<file path="src/rtl/frac_pwm_edge.sv">
module frac_pwm_edge #(
  parameter int PW = 16
) (
  input  logic        clk,
  input  logic        rst,
  input  logic        wr_en,
  input  logic [2:0]  wr_addr,
  input  logic [31:0] wr_data,
  input  logic [2:0]  rd_addr,
  output logic [31:0] rd_data,
  output logic [15:0] lanes
);
  localparam int EW = PW + 4;
  localparam int SW = PW + 22;

  logic          hp_r, fine4_r;
  logic [PW-1:0] period_r;
  logic [15:0]   coarse_r;
  logic [3:0]    fine_r;
  logic [PW-1:0] cnt, per_q;
  logic [EW-1:0] edge_q, edge_n;

  logic [3:0] frac_rd, frac_eff;
  assign frac_rd  = fine4_r ? fine_r : {fine_r[3:2], 2'b00};
  assign frac_eff = hp_r ? frac_rd : 4'h0;

  always_ff @(posedge clk) begin
    if (rst) begin
      hp_r <= 1'b0; fine4_r <= 1'b0;
      period_r <= '0; coarse_r <= '0; fine_r <= '0;
    end else if (wr_en) begin
      case (wr_addr)
        3'd0: begin hp_r <= wr_data[0]; fine4_r <= wr_data[1]; end
        3'd1: period_r <= wr_data[PW-1:0];
        3'd2: coarse_r <= wr_data[15:0];
        3'd3: fine_r   <= wr_data[7:4];
        3'd4: begin coarse_r <= wr_data[31:16]; fine_r <= wr_data[15:12]; end
        default: ;
      endcase
    end
  end

  always_comb begin
    case (rd_addr)
      3'd0:    rd_data = {30'd0, fine4_r, hp_r};
      3'd1:    rd_data = 32'(period_r);
      3'd2:    rd_data = {16'd0, coarse_r};
      3'd3:    rd_data = {24'd0, frac_rd, 4'h0};
      3'd4:    rd_data = {coarse_r, frac_rd, 12'h000};
      default: rd_data = 32'd0;
    endcase
  end

  logic signed [SW-1:0] mid, dsub, raw, lim;
  assign mid  = $signed({19'd0, period_r, 3'b000});
  assign dsub = $signed({{(PW+2){coarse_r[15]}}, coarse_r, frac_eff});
  assign lim  = $signed({18'd0, period_r, 4'h0});
  assign raw  = mid + dsub;
  assign edge_n = raw[SW-1] ? '0 : (raw > lim) ? lim[EW-1:0] : raw[EW-1:0];

  logic start;
  assign start = (per_q == '0) || (cnt == per_q - 1'b1);

  always_ff @(posedge clk) begin
    if (rst) begin
      cnt <= '0; per_q <= '0; edge_q <= '0;
    end else if (start) begin
      cnt <= '0; per_q <= period_r; edge_q <= edge_n;
    end else begin
      cnt <= cnt + 1'b1;
    end
  end

  logic [PW-1:0] whole;
  assign whole = edge_q[EW-1:4];
  assign lanes = (cnt < whole)  ? 16'hFFFF :
                 (cnt == whole) ? ((16'd1 << edge_q[3:0]) - 16'd1) : 16'h0000;
endmodule


</file>
<file path="config.mk">
export PLATFORM = sky130hd
export DESIGN_NAME = frac_pwm_edge
export DESIGN_NICKNAME = d
export VERILOG_FILES = /design/src/rtl/frac_pwm_edge.sv
export SDC_FILE = /design/constraint.sdc
export NUM_CORES = 1
export LEC_CHECK = 0
export ABC_CLOCK_PERIOD_IN_PS = 9400
export CAP_MARGIN = 20
export CORE_MARGIN = 1
export CORE_UTILIZATION = 62
export CTS_BUF_LIST = sky130_fd_sc_hd__clkbuf_4
export DETAILED_ROUTE_END_ITERATION = 12
export GPL_ROUTABILITY_DRIVEN = 0
export PLACE_DENSITY = 0.9
export SLEW_MARGIN = 5
export SYNTH_ARGS = -nofsm -noshare
export SYNTH_HDL_FRONTEND = slang
export SYNTH_SLANG_ARGS = --single-unit
</file>
<file path="constraint.sdc">
create_clock -name clk -period 9.4 [get_ports clk]
set_input_delay 1.41 -clock clk [delete_from_list [all_inputs] [get_ports clk]]
set_output_delay 1.41 -clock clk [all_outputs]
set_load 0.02 [all_outputs]
</file>
==> summary.txt <==
Logic synthesis
  – Largest cells by area after synthesis: dfxtp_1 28%, ha_1 10%, a21oi_1 5.9%
  – Unique cell type count in the Yosys netlist: 65
  – Multiplexer share of the synthesized area: under 10%
  – Post-synth EDFFs: 0
  – Leading area contributor after synthesis: dfxtp_1
  – Synth Area in XOR/XNOR: 6.98%
  – Sequential element share of the synthesized area: 28.2%
  – Compound-Gate Fraction of Synth Area: between 20% and 30%
  – Synth warn: 0
  – Largest family of logic cells by synthesized area: compound AO/OA/AOI/OAI gates
  – Syn Nets: 920
  – Synth top area share: 28.2%
  – Ys async rst share: 0%
  – Post-Synth Adder-Cell Area: 10.3%
  – Flops & latches, synth: 90
  – Most instantiated cells after synthesis: 94 x nand2_1, 90 x dfxtp_1, 75 x a21oi_1, 75 x nor2_1, 51 x ha_1
  – Post-Syn Area per Cell: 7.73 sq um
  – Mapped Area: 6390 sq um
  – Synth Flop Type: dfxtp_1
  – Cells after Synth: 827
  – Most frequent cell after synthesis: nand2_1
  – Synth Area in Simple Gates: 22.1%

CTS
  – Post-CTS Resized: 0
  – Post CTS Setup Buffer Count: 0
  – Htree depth: 3
  – Clock buffer depth: 2
  – Cts hold-fix bufs: 0
  – Root Driver: clkbuf_4
  – Clock sink count: 90
  – CTS tree: done
  – Clock slew at reported path FFs: 0.14 ns
  – Worst-Skew Late Latency: 0.48 ns
  – Number of CTS-inserted buffers: 9

Finish
  – Post-Route Utilization: 75.9%
  – Ant. Diodes: 0
  – Cell area after layout: 7480 sq um
  – Fin nets: 983
  – Fill cells: roughly 700
  – Layout cells sized above 1: 4.36%
  – Layout area overhead: 17.0%

Routing
  – Initial DRC Count: ~560
  – Antenna Nets Post-Route: 0
  – Via density: 6.30
  – WL per Instance: 18.0 um
  – Residual DRC: 0
  – 1st-pass router iterations: 5
  – Final WL: between 15 and 20 mm
  – Via count: 6479

Power
  – Seq pwr share: 37.4%
  – Power per cell area: 148 nW/um^2
  – Clock network power share: 22.6%
  – Logic pwr share: 40.0%
  – P_sw: between 0.4 and 0.5 mW
  – Power Total: 1.10 mW
  – Internal power: 0.693 mW
  – Static leakage: 2.79 nW
  – Net Sw Frac: 37.2%
  – Maximum VDD drop: 0.139 mV

Floorplan
  – DIE WIDTH: 104 um
  – Core footprint: 9860 sq um
  – Die ar.: 10700 sq um
  – Ports: 89
  – Standard-cell rows: 36
  – Initial Utilization: between 60% and 70%
  – Die H: 104 um

Global routing
  – First-pass GRT wire length: 30.2 mm
  – Total track usage: 34.6%
  – Met3 Usage GRT: 6.04%
  – Gr busiest metal: met2
  – Initial antenna violation count: 0
  – Met2 GRT Util: 58.7%
  – Largest net degree at the start of global routing: between 50 and 60
  – GR Overflow Total: 0
  – Routing usage on met1: 42.1%
  – Vias in the first global route: 6359

Worst setup path
  – Req. time, crit path: 7.99 ns
  – Worst R2R End: edge_q[17]
  – Crit path launch: rd_addr[2]
  – Internal reg-to-reg setup slack: 4.42 ns
  – Peak fanout along the critical path: 16
  – Worst Setup End Kind: primary output
  – Worst r2r src: fine_r[3]
  – Startpoint types: primary input
  – Setup CP Type: in -> out
  – Worst R2R Path Depth: 19
  – Critical Path AT: 4.14 ns

Min path
  – Worst hold endpoint: edge_q[4]
  – Hold path start: edge_q[4]
  – Hold depth: 2
  – Worst min path class: reg -> reg

STA
  – Setup-failing EPs final: 0
  – Skew final: 0.0238 ns
  – Final worst-path cycle share: 59.0%
  – Relative slew slack: between 20% and 30%
  – Crit path time final: 5.55 ns
  – RSZ-0062 raised after global routing: false
  – Max Clock Freq: 180 MHz
  – Final WS setup: between 3 and 4 ns
  – Max Slew Vio Count: 0
  – Setup TNS: 0 ns
  – Worst-Margin Slew: 1.08 ns
  – Final hold vios: 0

Placed design
  – Post-DP Area: 7330 sq um
  – Dpl ws: 3.92 ns
  – Port Buf Inserts: just under 90
  – Final HPWL DP: 14.0 mm

Status
  – Status: finished, final reports clean

Job
  – Max_cap viols: 0
[sequential cells by signal (all words and copies together), names as in the netlist]
signal and count:
cnt 16, coarse_r 16, fine_r 4, per_q 16
period_r 16, hp_r 1, fine4_r 1, edge_q 20
[power by group through the flow]
stage | combinational, mW | sequential [mW] | clock (mW)
2_1_floorplan | 0.266 | 0.413 | 0
3_3_place_gp | 0.419 | 0.420 | 0
3_5_place_dp | 0.435 | 0.420 | 0
4_1_cts | 0.437 | 0.412 | 0.248
5_1_grt | 0.471 | 0.414 | 0.261
6_report | 0.442 | 0.413 | 0.250
[cells by family (layout without fill, tap and decap cells)]
family                     after synthesis  count (layout)
DFF                                     90              90
and+or+nand+nor                        292             292
adders and majority gates               52              52
AOI/OAI and AO/OA                      229             229
buffers and inverters                   87             155
muxes                                   26              26
xor gates and xnor gates                51              51
[metal layers]
metal | wire (um) | vias up | part of all wire, %
met1 | 7400 | 2993 | 40
met4 | 788 | 0 | 4.2
met2 | 8690 | 345 | 47
li1 | - | 3062 | -
met3 | 1670 | 79 | 9.0
met5 | 0 | - | 0
[worst max-delay path: stages]
cell and delay [ns]:
clkdlybuf4s50_1 0.81, nor2b_1 0.37, nor2b_1 0.70, and2_1 0.23
clkdlybuf4s50_1 0.61
[worst max path at each step]
stage / end / depth (start not counted) / slack (ns)
after detailed placement: rd_data[24] / 5 / 3.92
final: rd_data[24] / 5 / 3.85
after global placement: rd_data[18] / 5 / 4.03
after floorplan: edge_q[10] / 17 / 5.11
after global routing: rd_data[30] / 5 / 3.67
after CTS: rd_data[24] / 5 / 3.92
[cells in the final DEF, fill, tap and decap left out, types with 6 or more instances in the layout]
master and instances:
dfxtp_1 90, a21o_1 12, mux2i_1 26, clkbuf_4 9, and3_1 9, nor2_1 75, nand2b_1 6, nand3_1 19
xnor2_1 33, o21ai_0 42, xor2_1 18, nand2_1 94, a211oi_1 21, ha_1 51, a21oi_1 75, nor3_1 25
nor2b_1 10, clkdlybuf4s50_1 87, inv_1 46, and2_1 20, o22ai_1 17, a22oi_1 14
[per-stage QoR]
step	hold WS, ns	cells
2_1_floorplan	0.429	827
3_3_place_gp	0.451	1011
3_5_place_dp	0.468	1012
4_1_cts	0.493	1028
5_1_grt	0.525	1028
6_report	0.491	1028
[final cells by class]
class                      count  area, sq um  area share, %
clock buffer                   9         67.6          0.903
clock inverter                 7         91.3           1.22
inverter                      46          173           2.31
multi-input combinational    650         4260           57.0
sequential                    90         1800           24.1
tap                          133          166           2.22
timing repair buffer          93          921           12.3
No activity file was read; power rests on OpenSTA's default activity.
